$ cat src/rtl/opnd_pkg.sv
package opnd_pkg;

    localparam int MODE_W = 3;

    // Decoded addressing kind
    typedef enum logic [2:0] {
        K_IMM,
        K_DIR,
        K_IND,
        K_IDX,
        K_STK,
        K_BAD
    } mode_kind_e;

    // Control states
    typedef enum logic [1:0] {
        S_IDLE,
        S_FETCH_PTR,
        S_FETCH_OPND,
        S_FINISH
    } state_e;

endpackage

$ cat src/rtl/opnd_decode.sv
module opnd_decode
    import opnd_pkg::*;
#(
    parameter int DATA_W = 16,
    parameter int ADDR_W = 10
) (
    input  logic [DATA_W-1:0] instr,
    output mode_kind_e        kind,
    output logic [ADDR_W-1:0] spec
);
    localparam int MODE_LSB = DATA_W - MODE_W;
    localparam int OPC_W    = MODE_LSB - ADDR_W;

    logic [MODE_W-1:0] mode_bits;
    logic              opcode_unused;

    assign mode_bits     = instr[DATA_W-1:MODE_LSB];
    assign spec          = instr[ADDR_W-1:0];
    assign opcode_unused = ^instr[ADDR_W +: OPC_W];

    always_comb begin
        unique case (mode_bits)
            3'b000:  kind = K_IMM;
            3'b001:  kind = K_DIR;
            3'b010:  kind = K_IND;
            3'b011:  kind = K_IDX;
            3'b100:  kind = K_STK;
            default: kind = K_BAD;
        endcase
    end

endmodule

$ cat src/rtl/opnd_agen.sv
module opnd_agen
    import opnd_pkg::*;
#(
    parameter int ADDR_W = 10
) (
    input  mode_kind_e        kind,
    input  logic [ADDR_W-1:0] spec,
    input  logic [ADDR_W-1:0] xr_lo,
    input  logic [ADDR_W-1:0] sp_lo,
    output logic [ADDR_W-1:0] addr
);
    logic [ADDR_W-1:0] offset;

    always_comb begin
        unique case (kind)
            K_IDX:   offset = xr_lo;
            K_STK:   offset = sp_lo;
            default: offset = '0;
        endcase
    end

    // Sum kept to ADDR_W bits: wraps modulo the address space
    assign addr = spec + offset;

endmodule

$ cat src/rtl/opnd_ctrl.sv
module opnd_ctrl
    import opnd_pkg::*;
#(
    parameter int DATA_W = 16,
    parameter int ADDR_W = 10
) (
    input  logic              clk,
    input  logic              rst_n,
    input  logic              start,
    input  mode_kind_e        kind,
    input  logic [ADDR_W-1:0] spec,
    input  logic [ADDR_W-1:0] first_addr,
    input  logic              rd_ack,
    input  logic [DATA_W-1:0] rd_data,
    output logic              rd_req,
    output logic [ADDR_W-1:0] rd_addr,
    output logic              busy,
    output logic              done,
    output logic [DATA_W-1:0] operand,
    output logic [ADDR_W-1:0] eff_addr,
    output logic              ea_valid,
    output logic              bad_mode
);
    localparam int EXT_W = DATA_W - ADDR_W;

    state_e            state, state_nx;
    logic [ADDR_W-1:0] addr_q;
    logic [DATA_W-1:0] operand_q;
    logic [ADDR_W-1:0] eff_q;
    logic              eav_q;
    logic              bad_q;

    // State register
    always_ff @(posedge clk) begin
        if (!rst_n) state <= S_IDLE;
        else        state <= state_nx;
    end

    // Transitions
    always_comb begin
        state_nx = state;
        unique case (state)
            S_IDLE: begin
                if (start) begin
                    unique case (kind)
                        K_IMM, K_BAD: state_nx = S_FINISH;
                        K_IND:        state_nx = S_FETCH_PTR;
                        default:      state_nx = S_FETCH_OPND;
                    endcase
                end
            end
            S_FETCH_PTR:  if (rd_ack) state_nx = S_FETCH_OPND;
            S_FETCH_OPND: if (rd_ack) state_nx = S_FINISH;
            S_FINISH:     state_nx = S_IDLE;
            default:      state_nx = S_IDLE;
        endcase
    end

    // Outputs decoded from state
    always_comb begin
        rd_req = 1'b0;
        done   = 1'b0;
        busy   = 1'b1;
        unique case (state)
            S_IDLE:       busy   = 1'b0;
            S_FETCH_PTR:  rd_req = 1'b1;
            S_FETCH_OPND: rd_req = 1'b1;
            S_FINISH:     done   = 1'b1;
            default:      busy   = 1'b0;
        endcase
    end

    // Datapath registers
    always_ff @(posedge clk) begin
        if (!rst_n) begin
            addr_q    <= '0;
            operand_q <= '0;
            eff_q     <= '0;
            eav_q     <= 1'b0;
            bad_q     <= 1'b0;
        end else begin
            unique case (state)
                S_IDLE: begin
                    if (start) begin
                        addr_q    <= first_addr;
                        operand_q <= '0;
                        eff_q     <= '0;
                        eav_q     <= 1'b0;
                        bad_q     <= 1'b0;
                        unique case (kind)
                            K_IMM: operand_q <= {{EXT_W{1'b0}}, spec};
                            K_BAD: bad_q     <= 1'b1;
                            K_IND: ;
                            default: begin
                                eff_q <= first_addr;
                                eav_q <= 1'b1;
                            end
                        endcase
                    end
                end
                S_FETCH_PTR: begin
                    if (rd_ack) begin
                        addr_q <= rd_data[ADDR_W-1:0];
                        eff_q  <= rd_data[ADDR_W-1:0];
                        eav_q  <= 1'b1;
                    end
                end
                S_FETCH_OPND: begin
                    if (rd_ack) operand_q <= rd_data;
                end
                default: ;
            endcase
        end
    end

    assign rd_addr  = addr_q;
    assign operand  = operand_q;
    assign eff_addr = eff_q;
    assign ea_valid = eav_q;
    assign bad_mode = bad_q;

endmodule

$ cat src/rtl/opnd_eval.sv
module opnd_eval
    import opnd_pkg::*;
#(
    parameter int DATA_W = 16,
    parameter int ADDR_W = 10
) (
    input  logic              clk,
    input  logic              rst_n,
    input  logic              start,
    input  logic [DATA_W-1:0] instr,
    input  logic [ADDR_W-1:0] xr_lo,
    input  logic [ADDR_W-1:0] sp_lo,
    output logic              rd_req,
    output logic [ADDR_W-1:0] rd_addr,
    input  logic              rd_ack,
    input  logic [DATA_W-1:0] rd_data,
    output logic              busy,
    output logic              done,
    output logic [DATA_W-1:0] operand,
    output logic [ADDR_W-1:0] eff_addr,
    output logic              ea_valid,
    output logic              bad_mode
);
    mode_kind_e        kind;
    logic [ADDR_W-1:0] spec;
    logic [ADDR_W-1:0] first_addr;

    opnd_decode #(.DATA_W(DATA_W), .ADDR_W(ADDR_W)) u_decode (
        .instr (instr),
        .kind  (kind),
        .spec  (spec)
    );

    opnd_agen #(.ADDR_W(ADDR_W)) u_agen (
        .kind  (kind),
        .spec  (spec),
        .xr_lo (xr_lo),
        .sp_lo (sp_lo),
        .addr  (first_addr)
    );

    opnd_ctrl #(.DATA_W(DATA_W), .ADDR_W(ADDR_W)) u_ctrl (
        .clk        (clk),
        .rst_n      (rst_n),
        .start      (start),
        .kind       (kind),
        .spec       (spec),
        .first_addr (first_addr),
        .rd_ack     (rd_ack),
        .rd_data    (rd_data),
        .rd_req     (rd_req),
        .rd_addr    (rd_addr),
        .busy       (busy),
        .done       (done),
        .operand    (operand),
        .eff_addr   (eff_addr),
        .ea_valid   (ea_valid),
        .bad_mode   (bad_mode)
    );

endmodule

$ cat config.mk
export PLATFORM = sky130hd
export DESIGN_NAME = opnd_eval
export DESIGN_NICKNAME = d
export VERILOG_FILES = /design/src/rtl/opnd_pkg.sv /design/src/rtl/opnd_decode.sv /design/src/rtl/opnd_agen.sv /design/src/rtl/opnd_ctrl.sv /design/src/rtl/opnd_eval.sv
export SDC_FILE = /design/constraint.sdc
export NUM_CORES = 1
export LEC_CHECK = 0
export ABC_AREA = 1
export ABC_CLOCK_PERIOD_IN_PS = 4300
export BUFFER_PORTS_ARGS = -buffer_cell sky130_fd_sc_hd__buf_4
export CAP_MARGIN = 20
export CORE_ASPECT_RATIO = 1.75
export CORE_MARGIN = 3
export CORE_UTILIZATION = 50
export DETAILED_ROUTE_END_ITERATION = 8
export PLACE_DENSITY = 0.8
export SETUP_SLACK_MARGIN = 0.5
export SYNTH_ARGS = -nofsm -noshare
export SYNTH_HDL_FRONTEND = slang
export SYNTH_HIERARCHICAL = 1
export SYNTH_SLANG_ARGS = --single-unit
$ cat constraint.sdc
create_clock -name clk -period 4.3 [get_ports clk]
set_clock_uncertainty 0.1 [all_clocks]
set_input_delay 0.43 -clock clk [delete_from_list [all_inputs] [get_ports clk]]
set_output_delay 0.43 -clock clk [all_outputs]
set_load 0.01 [all_outputs]
==> impl_summary.md, run 1 <==
Placed design
The count of buffers from port buffering is between 90 and 100. The placed instances occupy a cell area of ~3300 sq um. In this run, placement finished with an instance count of 535. The half-perimeter wire length after detailed placement is roughly 5.4 mm. The congestion estimate from routability-driven global placement came to ~0.96.

Clocking
For the worst-skew pair, the clock arrives at the later sink with an insertion delay of between 200 and 300 ps. The number of buffers between clock root and the deepest sink is 2. The TritonCTS clock tree is built. After clock tree synthesis, the repair step resized 0 gates. The clock transition at the registers of the reported paths is 80 ps.

The clock root buffer is sky130_fd_sc_hd__clkbuf_8. The count of buffers added by post-CTS timing repair for setup is 0. Clock tree synthesis inserted a total of 5 buffers.

The H-tree depth reported by CTS is 2. The total clock sinks is 40. For this design, the CTS-stage hold fixing added 0 buffers.

STA
The count of final max-slew check failures came to 0. The timing-limited maximum frequency is 322 MHz. Setup repair after global routing left no endpoint under its margin. The period utilization is 72.2%.

The headroom to the max-slew limit is 49.6%. The final worst hold slack is about 260 ps. The post-route setup TNS is 0 ps. For the pin with the worst max-slew slack, the measured transition is 755 ps. The final count of hold timing violations is 0.

The smallest clock period supported by the final layout is computed as 3100 ps. Setup violations remaining at the end of the flow were counted as 0.

Die
The region available for standard cell placement spans 5100 sq um. The floorplan has 34 rows. Measured along the x axis, the die boundary spans 61.6 um.

The number of top-level pins is 97. The overall die height is around 100 um. The full die area is about 6400 sq um. The initial standard-cell utilization of the core is 53.0%.

Synth
The number of register bits inferred by synthesis is 40. The gate count of the mapped netlist is 414. The xor-xnor portion of the synthesized cell area is 1.29%. The fraction of post-synthesis cell area in the top cell type by area is 29.6%. After Yosys synthesis, full adders, half adders and majority gates account for about 6.7% of the synthesized area. The mux contribution to synthesized area is 0%. Averaged over all synthesized cells, the footprint is 6.54 sq um. The simple logic cell fraction of the synthesized area is 29.8%.

The cell area after synthesis is ~2700 sq um. The number of distinct library cell variants in the gate-level netlist after synthesis is 31. After synthesis, the largest family of logic cells by area is simple AND/OR/NAND/NOR gates.

Of all cell types, the one taking the most synthesized area is sky130_fd_sc_hd__dfxtp_1. The number of warnings reported in the yosys synthesis log is 6. The post-synthesis net count is 484. Summing the areas of all compound-gate instances in the mapped netlist gives 18.3% of the synthesized area. The sequential element share of the synthesized area is 29.6%.

After synthesis, the cell types taking the most area are sky130_fd_sc_hd__dfxtp_1 (30%), sky130_fd_sc_hd__nand2_1 (16%), sky130_fd_sc_hd__a21oi_1 (8.9%).

Critical path
The cell type with the highest occurrence count on the critical path is sky130_fd_sc_hd__nand2_1. The setup path with the least slack is of type in2reg. The largest stage delay on the critical path is just over 400 ps. The slowest stage of the critical path is the sky130_fd_sc_hd__fa_1 cell.

The logic depth of the worst register-to-register path is 8. The data arrival time of the critical path is 3220 ps. In this run the critical register-to-register path is captured at u_ctrl/operand[9]$_SDFFE_PN0P_.

The kind of end point of the critical path is a flip-flop. The highest fanout seen on the critical path is 16. Data on the critical path is required at its endpoint by about 4400 ps. The element type at the critical path start is a primary input. The slack of the worst reg-to-reg path is roughly 1900 ps. In this run the critical register-to-register path is launched from u_ctrl/state[0]$_SDFFE_PN0P_. Walking the worst path, the cells encountered are buf_4, nor2_1, nand3_1, o21ai_0, ha_1, inv_1, fa_1, o21ai_2, nand3_1, nand2_1, nand2_1, nand2_1, nand2_1, nand2_1, inv_1, nor2_2, nand2_1, a21oi_2.

Global route
The maximum number of pins on one net before global-route repair is 28. The first global-routing pass estimated 10.8 mm of wire. The via count of the first global-routing pass is around 2500. The number of antenna violations at the first check in global routing is 0. The aggregate global-route resource usage is 21.6%.

For this run the aggregate overflow at the end of global routing stands at 0.

Detailed routing
The detailed router finished its first iteration with 121 violations. The per-cell via count in the routed design is 5.13. The number of nets still failing antenna checks after routing is 0. The number of design rule violations left after detail routing is 0. Summing over every cut layer, the via total after detailed routing is approximately 2800. The total wirelength of the detailed-routed design is 6.64 mm. In the final routed layout, each cell accounts on average for 12.3 um. For this run, the detailed router's first-pass iteration total came to 4.

Power
The total power divided by cell area is about 600 nW/um^2. Sequential cells burn 29.3% of the power. The static leakage is 0.00183 uW. Per report_power, the combinational group accounts for 53.3% of the total.

The maximum ir drop on the vdd rail is 0.000215 V. The clock share of power is 17.4%. Of the total power, the share spent switching nets is 41.8%. The analysis attributes to net switching a power of about 840 uW.

Internal power comes to 1170 uW.

Job
The max-cap violation count is 0.

Min path
For hold timing, the worst endpoint is u_ctrl/bad_mode$_SDFFE_PN0P_. The tightest min-delay check is of the in2reg type. In this run the most critical hold path is launched from start. The cell depth of the worst hold path is 2.

Cells and area
The relative area change from synthesis to final layout is 27.1%. Summing all non-filler instances in the final layout gives an area of 3440 sq um. The antenna diode count is 0. The filler-free cell count of the finished design is around 540. Of the cells placed in the final design, the portion with a size suffix greater than 1 is 25.2%. The count of nets after finishing is 558.

Status
The run finished with clean final reports.
-- logic make-up (layout without fill, tap and decap cells) --
| group | count (synthesis) | count (layout) |
|---|---|---|
| simple gates | 181 | 181 |
| compound gates | 89 | 89 |
| buf+inv | 86 | 160 |
| flops | 40 | 40 |
| fa+ha+maj | 14 | 14 |
| xor+xnor | 4 | 4 |
-- stage by stage --
stage               utilization (%)  power [uW]  setup WS [ps]
floorplan                         -        1340           1480
global placement               64.9        1650            923
finish                         67.4        2020           1200
global route                   67.4        2190            867
CTS                            67.4        2030           1160
detailed placement             64.9        1670            855
-- cell type report --
cell class                 count  area [sq um]
fill                         483          1670
multi-input combinational    288          1520
sequential                    40           801
timing repair buffer          93           698
inverter                      60           225
clock buffer                   5          68.8
tap                           54          67.6
clock inverter                 2          60.1
-- power groups by stage --
stage	clock, uW	sequential [uW]	combinational (uW)
3_3_place_gp	0	596	1050
3_5_place_dp	0	597	1080
2_1_floorplan	0	648	687
4_1_cts	361	591	1080
6_report	352	590	1070
5_1_grt	374	606	1210
-- critical path: cells and delay by family --
family / cells / cell delay, ps
buffers and inverters: 3 / 290
AND/OR/NAND/NOR: 10 / 1310
adder cells (fa/ha/maj): 2 / 620
AO/OA/AOI/OAI: 3 / 550
-- Yosys cell counts (all sizes together) --
cell      n
nand3b    1
xnor2     2
nand2   121
xor2      2
ha       13
nand3    27
o21ai    26
a21o      1
fa        1
a21oi    54
o21bai    1
inv      60
o21a      5
o22ai     1
nor2     20
clkbuf    9
nand4    12
dfxtp    40
buf      17
a311oi    1
-- state kept, by name (all words and copies together) (netlist names) --
register         count
u_ctrl/bad_mode      1
u_ctrl/eff_addr     10
u_ctrl/ea_valid      1
u_ctrl/rd_addr      10
u_ctrl/state         2
u_ctrl/operand      16
-- cell usage in the layout (no fill, tap or decap) --
| master | netlist | routed |
|---|---|---|
| sky130_fd_sc_hd__o21ai_0 | 20 | 20 |
| sky130_fd_sc_hd__dfxtp_1 | 40 | 40 |
| sky130_fd_sc_hd__nor2_2 | 6 | 6 |
| sky130_fd_sc_hd__a21oi_2 | 6 | 6 |
| sky130_fd_sc_hd__o21bai_1 | 1 | 1 |
| sky130_fd_sc_hd__nor2_1 | 13 | 13 |
| sky130_fd_sc_hd__nand3_1 | 24 | 24 |
| sky130_fd_sc_hd__o21ai_1 | 5 | 5 |
| sky130_fd_sc_hd__nor2_4 | 1 | 1 |
| sky130_fd_sc_hd__inv_1 | 57 | 57 |
| sky130_fd_sc_hd__o22ai_1 | 1 | 1 |
| sky130_fd_sc_hd__nand3_4 | 2 | 2 |
| sky130_fd_sc_hd__nand3_2 | 1 | 1 |
| sky130_fd_sc_hd__bufinv_16 | 0 | 2 |
| sky130_fd_sc_hd__o21a_1 | 5 | 5 |
| sky130_fd_sc_hd__nand4_1 | 12 | 12 |
| sky130_fd_sc_hd__a311oi_1 | 1 | 1 |
| sky130_fd_sc_hd__o21ai_2 | 1 | 1 |
| sky130_fd_sc_hd__nand3b_1 | 1 | 1 |
| sky130_fd_sc_hd__nand2_1 | 118 | 118 |
| sky130_fd_sc_hd__inv_2 | 3 | 3 |
| sky130_fd_sc_hd__fa_1 | 1 | 1 |
| sky130_fd_sc_hd__clkbuf_8 | 0 | 5 |
| sky130_fd_sc_hd__xor2_1 | 2 | 2 |
| sky130_fd_sc_hd__xnor2_1 | 2 | 2 |
| sky130_fd_sc_hd__ha_1 | 13 | 13 |
| sky130_fd_sc_hd__a21o_1 | 1 | 1 |
| sky130_fd_sc_hd__buf_4 | 12 | 93 |
| sky130_fd_sc_hd__a21oi_1 | 48 | 48 |
| sky130_fd_sc_hd__nand2_2 | 3 | 3 |
-- worst max path at each step --
stage | from | end | slack [ps] | cells after the start
floorplan | instr[14] | u_ctrl/eff_addr[8]$_SDFFE_PN0P_ | 1480 | 18
global placement | instr[15] | u_ctrl/eff_addr[8]$_SDFFE_PN0P_ | 920 | 18
detailed placement | instr[15] | u_ctrl/eff_addr[8]$_SDFFE_PN0P_ | 850 | 18
CTS | instr[15] | u_ctrl/eff_addr[8]$_SDFFE_PN0P_ | 1160 | 18
global route | instr[15] | u_ctrl/eff_addr[8]$_SDFFE_PN0P_ | 870 | 18
finish | instr[15] | u_ctrl/eff_addr[8]$_SDFFE_PN0P_ | 1200 | 18
-- metal layers --
layer,up-vias,part of all wire [%],GRT usage [%]
met5,-,0,0
met4,0,3.1,10.1
met3,14,4.4,2.36
met2,83,54,39.5
met1,1215,39,23.7
li1,1466,-,-
No activity file was read; power rests on OpenSTA's default activity.
==> run 2: changes to the inputs <==
--- a/config.mk
+++ b/config.mk
@@ -6,7 +6,7 @@
 export NUM_CORES = 1
 export LEC_CHECK = 0
 export ABC_AREA = 1
-export ABC_CLOCK_PERIOD_IN_PS = 4300
+export ABC_CLOCK_PERIOD_IN_PS = 3100
 export BUFFER_PORTS_ARGS = -buffer_cell sky130_fd_sc_hd__buf_4
 export CAP_MARGIN = 20
 export CORE_ASPECT_RATIO = 1.75
==> constraint.sdc (replaced) <==
create_clock -name clk -period 3.1 [get_ports clk]
set_clock_uncertainty 0.1 [all_clocks]
set_input_delay 0.31 -clock clk [delete_from_list [all_inputs] [get_ports clk]]
set_output_delay 0.31 -clock clk [all_outputs]
set_load 0.01 [all_outputs]
==> run 2 against run 1 <==
Net effect: flip-flop and latch count unchanged; total power increased by 36%; critical path depth is 2 lower.
==> impl_summary.md, run 2 (synthesis gave the netlist of run 1 again) <==
Cells and area
The relative area change from synthesis to final layout is 30.7%. The count of nets after finishing came to 566 (+1.4%). The top cell types in the final layout, fill and taps aside, are sky130_fd_sc_hd__nand2_1 (117), sky130_fd_sc_hd__buf_4 (100), sky130_fd_sc_hd__inv_1 (57). The flip-flop count of the largest register after layout is 16 (unchanged). The final-layout fill cell count is 466 (-3.5%).

The library cell used most frequently in the layout, excluding fill and tap cells, is sky130_fd_sc_hd__nand2_1. The proportion of layout cells with a drive suffix above 1 is 28.4% (+3.2 points). The antenna diode count is 0 (unchanged).

STA
Setup repair after global routing left no endpoint under its margin. The smallest setup slack after layout came to 618 ps (-577 ps). The final count of hold timing violations is 0 (unchanged). The count of final max-slew check failures came to 0 (unchanged). The post-route setup TNS was 0 ps (unchanged). The number of setup violations in the final report is 0 (unchanged). The headroom to the max-slew limit is 51.6% (+2.0 points). Static timing analysis puts the maximum clock frequency at 403 MHz.

Of the available clock period, the critical path in the final layout requires between 80% and 90%. The routed design could run at a clock period as short as 2480 ps. The transition time of the tightest slew-check pin is 725 ps (-29.6 ps).

Power
The share of total power consumed by net switching is 43.1% (+1.3 points). The share of power burned in registers was 29.9% (+0.6 points). The internal cell power is 1560 uW (+33%). The switching power total is 1180 uW (+41%). The logic gate share of total power came to 55.1% (+1.8 points). The total power divided by cell area was 777 nW/um^2 (+32%). The static leakage is 0.00187 uW (+2.3%).

The clock share of power is 15.0% (-2.4 points). The maximum ir drop on the vdd rail is 0.000332 V (+55%).

Global route
The via count of the first global-routing pass is 2661 (+5.1%). The wire length of the first global-routing pass is 11.1 mm (+3.3%). The aggregate global routing overflow was 0 (unchanged). The aggregate global-route resource usage is 22.5% (+0.86 points).

The maximum number of pins on one net before global-route repair was 28 (unchanged). The number of antenna violations at the first check in global routing is 0 (unchanged).

Clocking
The clock transition at the registers of the reported paths is 70 ps (about the same). The insertion delay of the later-clocked pin in the worst-skew pair was 290 ps (about the same). The TritonCTS buffer count is 5 (unchanged). The number of buffers between clock root and the deepest sink is 2 (unchanged). CTS placed an instance of sky130_fd_sc_hd__clkbuf_8 at the clock tree root. The H-tree depth reported by CTS came to 2 (unchanged). The total clock sinks was 40 (unchanged). TritonCTS built the clock tree.

Critical path
The kind of end point of the critical path is a flip-flop. The worst setup path category is in2reg. The data arrival time of the critical path came to 2570 ps (-650 ps). The required time of the worst setup path is 3190 ps (-1220 ps). The highest fanout seen on the critical path came to 14 (-2).

The element type at the critical path start is a primary input.

Placed design
The half-perimeter wire length after detailed placement came to 5.55 mm (+2.3%). The count of buffers from port buffering is 93 (unchanged). The post-place setup slack is 203 ps (-652 ps). The final weighted congestion in routability-driven placement came to 0.953 (-0.45%).

Detailed routing
The post-detailed-route wirelength per cell is 12.6 um (+2.6%). The per-cell via count in the routed design is 5.15 (+0.38%). The total wirelength of the detailed-routed design is 6.93 mm (+4.3%). The number of DRC markers in iteration 0 is 167 (+38%). The number of design rule violations left after detail routing is 0 (unchanged). The total vias in the final route is 2835 (+2.1%). The number of nets still failing antenna checks after routing is 0 (unchanged). The first-pass detailed-route iteration total is 4 (unchanged).

Die
The area of the core was 5100 sq um (unchanged). The overall die height is 103 um (unchanged). The initial standard-cell utilization of the core is 53.0% (unchanged). The number of top-level pins is 97 (unchanged). The full die area is 6370 sq um (unchanged). The overall die width came to 61.6 um (unchanged). The cell row count is 34 (unchanged).

Job
The max-cap violation count was 0 (unchanged).

Status
The run finished with clean final reports.

Min path
The worst hold path belongs to the class in2reg.
## run 2: metal layers
| metal | part of all wire, % | global-route usage [%] |
|---|---|---|
| met1 | 37 | 24.2 |
| met2 | 54 | 40.5 |
| met3 | 4.8 | 2.98 |
| met4 | 4.2 | 12.1 |
| met5 | 0 | 0 |
## run 2: power by group through the flow
stage | sequential (uW) | combinational (uW) | clock [uW]
global placement | 825 | 1470 | 0
floorplan | 899 | 954 | 0
finish | 821 | 1510 | 412
detailed placement | 832 | 1500 | 0
CTS | 823 | 1510 | 423
global route | 843 | 1700 | 447
## run 2: worst paths after layout
kind / from / slack, ps / cells after the start / endpoint
hold reg to reg: u_ctrl/eff_addr[1]$_SDFFE_PN0P_ / 370 / 2 / u_ctrl/eff_addr[1]$_SDFFE_PN0P_
setup reg to reg: u_ctrl/state[1]$_SDFFE_PN0P_ / 830 / 8 / u_ctrl/rd_addr[4]$_SDFFE_PN0P_
hold / removal: start / 130 / 2 / u_ctrl/bad_mode$_SDFFE_PN0P_
setup / recovery: instr[15] / 620 / 16 / u_ctrl/rd_addr[9]$_SDFFE_PN0P_
## run 2: worst max-delay path: stages
cell and delay, ps:
sky130_fd_sc_hd__buf_4 120, sky130_fd_sc_hd__buf_4 180, sky130_fd_sc_hd__inv_1 90, sky130_fd_sc_hd__nand3_2 120, sky130_fd_sc_hd__buf_12 170, sky130_fd_sc_hd__o21ai_0 220
sky130_fd_sc_hd__ha_1 340, sky130_fd_sc_hd__nand2_1 90, sky130_fd_sc_hd__nand2_1 80, sky130_fd_sc_hd__a21oi_2 210, sky130_fd_sc_hd__nand3_1 100, sky130_fd_sc_hd__nand2_1 70
sky130_fd_sc_hd__nand2_1 60, sky130_fd_sc_hd__a21oi_1 150, sky130_fd_sc_hd__nor2_1 70, sky130_fd_sc_hd__o21a_1 190
## run 2: final cells by class
class / count / area [sq um] / area share, %
Sequential cell: 40 / 801 / 22.6
Clock buffer: 6 / 72.6 / 2.05
Clock inverter: 2 / 35.0 / 0.991
Tap cell: 54 / 67.6 / 1.91
Multi-Input combinational cell: 288 / 1560 / 44.2
Timing Repair Buffer: 101 / 771 / 21.8
Inverter: 60 / 225 / 6.37
## run 2: what timing repair did
action | in CTS | in global routing
hold buffers | 0 | 0
buffers inserted | 0 | 3
resized for setup | 0 | 11
setup endpoints to repair | 0 | 9
## run 2: metrics by stage
step	total power [uW]	hold WS [ps]	utilization (%)	cells	area [sq um]
5_1_grt	2990	139	69.3	551	3540
3_3_place_gp	2290	352	65.9	540	3360
2_1_floorplan	1850	329	-	414	2710
6_report	2750	133	69.3	551	3540
4_1_cts	2750	129	68.0	548	3470
3_5_place_dp	2330	356	65.9	540	3360
